`src/rtl/fmm_pkg.sv`:
```
package fmm_pkg;
  localparam int unsigned MODE_W  = 3;
  localparam int unsigned MIN_BIT = 0;
  localparam int unsigned NUM_BIT = 1;
  localparam int unsigned MAG_BIT = 2;

  typedef enum logic [1:0] {
    ORD_LESS = 2'd0,
    ORD_SAME = 2'd1,
    ORD_MORE = 2'd2
  } ord_e;

  // Reverse an ordering (a<b becomes a>b).
  function automatic ord_e ord_flip(ord_e o);
    case (o)
      ORD_LESS: return ORD_MORE;
      ORD_MORE: return ORD_LESS;
      default:  return ORD_SAME;
    endcase
  endfunction

  // Fold operand signs into a magnitude ordering.
  function automatic ord_e ord_signed(ord_e mag_o, logic sa, logic sb);
    if (sa != sb) return sa ? ORD_LESS : ORD_MORE;
    if (sa)       return ord_flip(mag_o);
    return mag_o;
  endfunction
endpackage

```
`src/rtl/fmm_classify.sv`:
```
module fmm_classify #(
  parameter int unsigned EXP_W  = 8,
  parameter int unsigned FRAC_W = 23,
  localparam int unsigned W     = 1 + EXP_W + FRAC_W,
  localparam int unsigned MAG_W = EXP_W + FRAC_W
) (
  input  logic [W-1:0]     op,
  output logic             sign,
  output logic [MAG_W-1:0] mag,
  output logic             is_nan,
  output logic             is_snan
);
  logic [EXP_W-1:0]  exp_f;
  logic [FRAC_W-1:0] frac_f;

  assign sign   = op[W-1];
  assign exp_f  = op[W-2 -: EXP_W];
  assign frac_f = op[FRAC_W-1:0];
  assign mag    = {exp_f, frac_f};

  assign is_nan  = (&exp_f) && (|frac_f);
  assign is_snan = is_nan && !frac_f[FRAC_W-1];
endmodule

```
`src/rtl/fmm_order.sv`:
```
module fmm_order
  import fmm_pkg::*;
#(
  parameter int unsigned EXP_W  = 8,
  parameter int unsigned FRAC_W = 23,
  localparam int unsigned MAG_W = EXP_W + FRAC_W
) (
  input  logic [MAG_W-1:0]  mag_a,
  input  logic [MAG_W-1:0]  mag_b,
  input  logic              sign_a,
  input  logic              sign_b,
  input  logic [MODE_W-1:0] mode,
  output logic              pick_b
);
  // Exponent field decides first, fraction only on an exponent tie.
  function automatic ord_e mag_cmp(logic [MAG_W-1:0] x, logic [MAG_W-1:0] y);
    logic [EXP_W-1:0]  ex, ey;
    logic [FRAC_W-1:0] fx, fy;
    ex = x[MAG_W-1 -: EXP_W];
    ey = y[MAG_W-1 -: EXP_W];
    fx = x[FRAC_W-1:0];
    fy = y[FRAC_W-1:0];
    if (ex != ey) return (ex < ey) ? ORD_LESS : ORD_MORE;
    if (fx != fy) return (fx < fy) ? ORD_LESS : ORD_MORE;
    return ORD_SAME;
  endfunction

  ord_e mag_ord, full_ord, dir_ord;

  always_comb begin
    mag_ord = mag_cmp(mag_a, mag_b);
    if (!mode[MAG_BIT] || mag_ord == ORD_SAME)
      full_ord = ord_signed(mag_ord, sign_a, sign_b);
    else
      full_ord = mag_ord;
    dir_ord = mode[MIN_BIT] ? ord_flip(full_ord) : full_ord;
    pick_b  = (dir_ord == ORD_LESS);
  end
endmodule

```
`src/rtl/fmm_nan_path.sv`:
```
module fmm_nan_path #(
  parameter int unsigned EXP_W  = 8,
  parameter int unsigned FRAC_W = 23,
  localparam int unsigned W     = 1 + EXP_W + FRAC_W
) (
  input  logic [W-1:0] op_a,
  input  logic [W-1:0] op_b,
  input  logic         a_nan,
  output logic [W-1:0] nan_q
);
  always_comb begin
    nan_q = a_nan ? op_a : op_b;
    nan_q[FRAC_W-1] = 1'b1;
  end
endmodule

```
`src/rtl/fp_minmax_unit.sv`:
```
module fp_minmax_unit
  import fmm_pkg::*;
#(
  parameter int unsigned EXP_W  = 8,
  parameter int unsigned FRAC_W = 23,
  localparam int unsigned W     = 1 + EXP_W + FRAC_W,
  localparam int unsigned MAG_W = EXP_W + FRAC_W
) (
  input  logic              clk,
  input  logic              rst_n,
  input  logic              in_valid,
  input  logic [W-1:0]      op_a,
  input  logic [W-1:0]      op_b,
  input  logic [MODE_W-1:0] mode,
  output logic              out_valid,
  output logic [W-1:0]      result,
  output logic              invalid
);
  logic             sign_a, sign_b;
  logic [MAG_W-1:0] mag_a, mag_b;
  logic             a_nan, b_nan, a_snan, b_snan;
  logic             pick_b;
  logic [W-1:0]     nan_q;

  // Named events for the checker.
  logic             any_nan, any_snan, num_bypass;
  logic [W-1:0]     nxt_result;

  fmm_classify #(.EXP_W(EXP_W), .FRAC_W(FRAC_W)) u_cls_a (
    .op(op_a), .sign(sign_a), .mag(mag_a), .is_nan(a_nan), .is_snan(a_snan));
  fmm_classify #(.EXP_W(EXP_W), .FRAC_W(FRAC_W)) u_cls_b (
    .op(op_b), .sign(sign_b), .mag(mag_b), .is_nan(b_nan), .is_snan(b_snan));

  fmm_order #(.EXP_W(EXP_W), .FRAC_W(FRAC_W)) u_order (
    .mag_a(mag_a), .mag_b(mag_b), .sign_a(sign_a), .sign_b(sign_b),
    .mode(mode), .pick_b(pick_b));

  fmm_nan_path #(.EXP_W(EXP_W), .FRAC_W(FRAC_W)) u_nan (
    .op_a(op_a), .op_b(op_b), .a_nan(a_nan), .nan_q(nan_q));

  assign any_nan    = a_nan | b_nan;
  assign any_snan   = a_snan | b_snan;
  assign num_bypass = mode[NUM_BIT] & any_nan & ~any_snan & ~(a_nan & b_nan);

  always_comb begin
    if (num_bypass)   nxt_result = a_nan ? op_b : op_a;
    else if (any_nan) nxt_result = nan_q;
    else              nxt_result = pick_b ? op_b : op_a;
  end

  always_ff @(posedge clk or negedge rst_n) begin
    if (!rst_n) begin
      out_valid <= 1'b0;
      result    <= '0;
      invalid   <= 1'b0;
    end else begin
      out_valid <= in_valid;
      if (in_valid) begin
        result  <= nxt_result;
        invalid <= any_snan;
      end
    end
  end
endmodule

```
`config.mk`:
```
export PLATFORM = sky130hd
export DESIGN_NAME = fp_minmax_unit
export DESIGN_NICKNAME = d
export VERILOG_FILES = /design/src/rtl/fmm_pkg.sv /design/src/rtl/fmm_classify.sv /design/src/rtl/fmm_order.sv /design/src/rtl/fmm_nan_path.sv /design/src/rtl/fp_minmax_unit.sv
export SDC_FILE = /design/constraint.sdc
export NUM_CORES = 1
export LEC_CHECK = 0
export BUFFER_PORTS_ARGS = -buffer_cell sky130_fd_sc_hd__buf_2
export CAP_MARGIN = 20
export CORE_ASPECT_RATIO = 1.4
export CORE_MARGIN = 1
export CORE_UTILIZATION = 56
export CTS_CLUSTER_DIAMETER = 40
export DETAILED_ROUTE_END_ITERATION = 12
export GPL_ROUTABILITY_DRIVEN = 0
export HOLD_SLACK_MARGIN = 0.12
export PLACE_DENSITY_LB_ADDON = 0.08
export SETUP_SLACK_MARGIN = 0.15
export SKIP_CTS_REPAIR_TIMING = 1
export SLEW_MARGIN = 10
export SYNTH_ARGS = -nofsm -noshare
export SYNTH_HDL_FRONTEND = slang
export SYNTH_SLANG_ARGS = --single-unit
```
`constraint.sdc`:
```
create_clock -name clk -period 1.8 [get_ports clk]
set_clock_uncertainty 0.05 [all_clocks]
set_input_delay 0.36 -clock clk [delete_from_list [all_inputs] [get_ports clk]]
set_output_delay 0.36 -clock clk [all_outputs]
set_load 0.005 [all_outputs]
```
==> impl_metrics.tcl, run 1 <==
set metrics [dict create \
    status "did not finish" \
    failing_step "5_1_grt" \
    error_line "[ERROR GRT-0232] Routing congestion too high. Check the congestion heatmap in the GUI." \
    synth_commonest_cells "60 x nand2_1, 48 x inv_1, 34 x dfrtp_1" \
    die_w_um 66.69 \
    yosys.cell_count.top_type "nand2_1" \
    worst-ep-kind "register data pin" \
    cts_htree_levels 2 \
    die_y_um 92.56 \
    fp-row-count 32 \
    portBuffers 103 \
    synth_largest_area_cell "dfrtp_1" \
    worst_endpoint "result[6]$_DFFE_PN0P_/D" \
    ctsLongestPathBuffers 2 \
    ys.flop_type "dfrtp_1" \
    grt_max_degree 42 \
    synthCells 407 \
    async_reset_ff_frac 1.000 \
    cts_root_buf "clkbuf_8" \
    syn_area_um2 3281 \
    track_usage 1.091 \
    synthTopCellsByArea "dfrtp_1 26%, ha_1 12%, nand2_1 6.9%" \
    yosysSeqAreaShare 0.2593 \
    start_util 0.5895 \
    numCtsBuffers 5 \
    ioPinCount 104 \
    yosys_warnings 0 \
    synth_edf_count 0 \
    cts_num_sinks 34 \
    ys_ff_latch 34 \
    synth_top_cell_area_share 0.2593 \
    grt-ovfl-total 851 \
    post-place-cells 677 \
    avgSynthCellArea_um2 8.061 \
    hpwl_um 10660 \
    synth_nets 508 \
    post_dp_cell_area_um2 5011 \
    synth_cell_types 59 \
]
==> kinds of logic after synthesis <==
logic type | after synthesis | synth area share
xor+xnor | 1 | 0.002670
compound gates | 133 | 0.3063
fa+ha+maj | 31 | 0.1182
flops | 34 | 0.2593
simple gates | 128 | 0.1945
mux | 12 | 0.03700
buf+inv | 68 | 0.08200
==> metrics by stage <==
step / worst slack (ps) / setup TNS, ps / hold slack (ps)
3_3_place_gp: -1623 / -48840 / 373.3
2_1_floorplan: -1144 / -33040 / 14.41
4_1_cts: -1526 / -45650 / 58.46
3_5_place_dp: -1799 / -54550 / 380.2
==> layer usage <==
metal  track usage  overflow
met5       0.09615         0
met1        0.9181         3
met3        0.7007         0
met4         1.229       159
met2         1.571       689
==> run 2, diff against run 1 <==
Settings changed: CORE_ASPECT_RATIO 1.4 to not set, CORE_UTILIZATION 56 to 40, CTS_CLUSTER_DIAMETER 40 to not set, HOLD_SLACK_MARGIN 0.12 to not set, PLACE_DENSITY_LB_ADDON 0.08 to 0.15, SETUP_SLACK_MARGIN 0.15 to not set.
==> impl_metrics.tcl, run 2 <==
set metrics [dict create \
    hold_viol_final 0 \
    synth_edf_count 0 \
    drv_cap 0 \
    fin_crit_sh 1.693 \
    fin_util 0.7500 \
    final_cell_mix "118 x buf_4, 87 x buf_2, 60 x nand2_1" \
    min_period_ps 3047 \
    avgSynthCellArea_um2 8.061 \
    required_ps 1930 \
    wl_per_cell_um 18.57 \
    yosys.cell_count.top_type "nand2_1" \
    worst_pin_slew_ps 553.7 \
    p_per_area_nw_per_um2 562.1 \
    synthTopCellsByArea "dfrtp_1 26%, ha_1 12%, nand2_1 6.9%" \
    synthToLayoutAreaGrowth_pct 79.40 \
    nFillCells 555 \
    timing.rr.start "result[2]" \
    yosysSeqAreaShare 0.2593 \
    cts_tree "yes" \
    drtAntennaViolNets 0 \
    p_leak_nw 2.811 \
    grt_pass1_vias 4067 \
    yosys_warnings 0 \
    drt_first_pass_iters 5 \
    start_util 0.4180 \
    critPathLaunchType "input pin" \
    numCtsBuffers 5 \
    cts_htree_levels 2 \
    end_kind "flop" \
    violations "setup timing" \
    crit_start "op_a[25]" \
    route.vias.total 4308 \
    antenna_cells 0 \
    die_y_um 92.56 \
    viasPerCell 5.822 \
    clkSlewWorstSetupHoldPaths_ps 70 \
    min_path_cells 3 \
    worstHoldStart "op_b[24]" \
    setup_slack_ps -1247 \
    path_buf_inv 3 \
    antenna_found_initial 0 \
    syn_area_um2 3281 \
    drc 0 \
    hpwl_um 9808 \
    cp_slowest_cell "o32a_4" \
    grt_first_pass_wirelength_um 19670 \
    layout.nets 738 \
    fp-row-count 32 \
    async_reset_ff_frac 1.000 \
    ys.flop_type "dfrtp_1" \
    instances_no_fill 740 \
    slew_headroom 0.6262 \
    synth_nets 508 \
    core_um2 7848 \
    cts_root_buf "clkbuf_8" \
    portBuffers 103 \
    grt-ovfl-total 0 \
    path_class "in2reg" \
    clk_latency_ps 300 \
    die_area_um2 8567 \
    layout_commonest_cell "buf_4" \
    synth_largest_area_cell "dfrtp_1" \
    critical-path-top-delay-family "compound AO/OA/AOI/OAI gates" \
    ioPinCount 104 \
    synth_commonest_cells "60 x nand2_1, 48 x inv_1, 34 x dfrtp_1" \
    finalSetupViolCount 33 \
    cp_max_fo 10 \
    hold_slack_ps 268.6 \
    grt_max_degree 41 \
    power_mw 3.308 \
    finalMaxSlewViolations 0 \
    top_register "result" \
    ys_ff_latch 34 \
    rsz0062_at_grt "yes" \
    largestRegisters "result x32, invalid x1, out_valid x1" \
    cts_num_sinks 34 \
    ctsLongestPathBuffers 2 \
    synth_top_cell_area_share 0.2593 \
    r2r.worst_path.cells 2 \
    cp_num_cells 12 \
    path_cells "buf_2 -> ha_4 -> nand4_1 -> buf_4 -> a2111oi_4 -> nand3_4 -> nor4_4 -> o211ai_2 -> o32a_4 -> nor3b_4 -> buf_12 -> a221o_1" \
    hold_class "in2reg" \
    track_usage 0.2921 \
    drt-total-wl_um 13740 \
    drive_gt1_frac 0.5204 \
    post-place-cells 710 \
    die_w_um 92.56 \
    first_iter_violations 318 \
    synth_cell_types 59 \
    max_stage_delay_ps 440 \
    crit_arrival_ps 3170 \
    max_freq_mhz 328.2 \
    synthCells 407 \
    status "finished with violations" \
    ir_drop_mv 0.3606 \
    largest_reg_flops 32 \
]
run 2: cell counts after synthesis:
Identical to the previous run, type by type.
run 2: stage by stage:
step | setup TNS [ps] | area, um2 | worst slack [ps]
final | -38050 | 5886 | -1247
after global routing | -40200 | 5886 | -1301
after CTS | -43800 | 5201 | -1565
after detailed placement | -53610 | 5059 | -1864
after global placement | -51290 | 5059 | -1745
after floorplan | -33040 | 3610 | -1144
run 2: worst paths after layout:
kind	slack (ps)	endpoint
setup / recovery	-1250	result[8]
hold / removal	270	result[24]
hold reg to reg	470	invalid
max in group asynchronous	760	result[23]
setup reg to reg	810	result[2]
min in group asynchronous	470	result[13]
run 2: tightest hold or removal path: stages:
cell and delay (ps):
buf_6 110, inv_12 50, a22oi_2 50
run 2: cell type report:
cell class	count	area, um2	area share
clock buffer	6	82.58	0.01403
clock inverter	2	60.06	0.01020
inverter	48	225.2	0.03827
multi-input combinational	306	2730	0.4639
sequential	34	850.8	0.1446
tap	102	127.6	0.02168
timing repair buffer	242	1809	0.3074
run 2: kinds of logic (layout without fill, tap and decap cells):
family / after synthesis / in the layout / synth area share
xor+xnor: 1 / 1 / 0.002670
compound gates: 133 / 133 / 0.3063
fa+ha+maj: 31 / 31 / 0.1182
simple gates: 128 / 129 / 0.1945
flops: 34 / 34 / 0.2593
buf+inv: 68 / 298 / 0.08200
mux: 12 / 12 / 0.03700
run 2: power breakdown:
part | internal, mW | leakage [nW] | switching, mW
clock network | 0.592 | 0.0714 | 0.330
logic | 0.751 | 2.33 | 0.662
registers | 0.893 | 0.407 | 0.0800
run 2: routing by layer:
| metal | vias to the layer above | routed length [um] | track usage |
|---|---|---|---|
| met1 | 2073 | 5342 | 0.3456 |
| met4 | 0 | 303 | 0.09375 |
| met3 | 30 | 985 | 0.05665 |
| li1 | 1995 | - | - |
| met2 | 210 | 7110 | 0.5259 |
| met5 | - | 0 | 0 |
No activity file was read; power rests on OpenSTA's default activity.
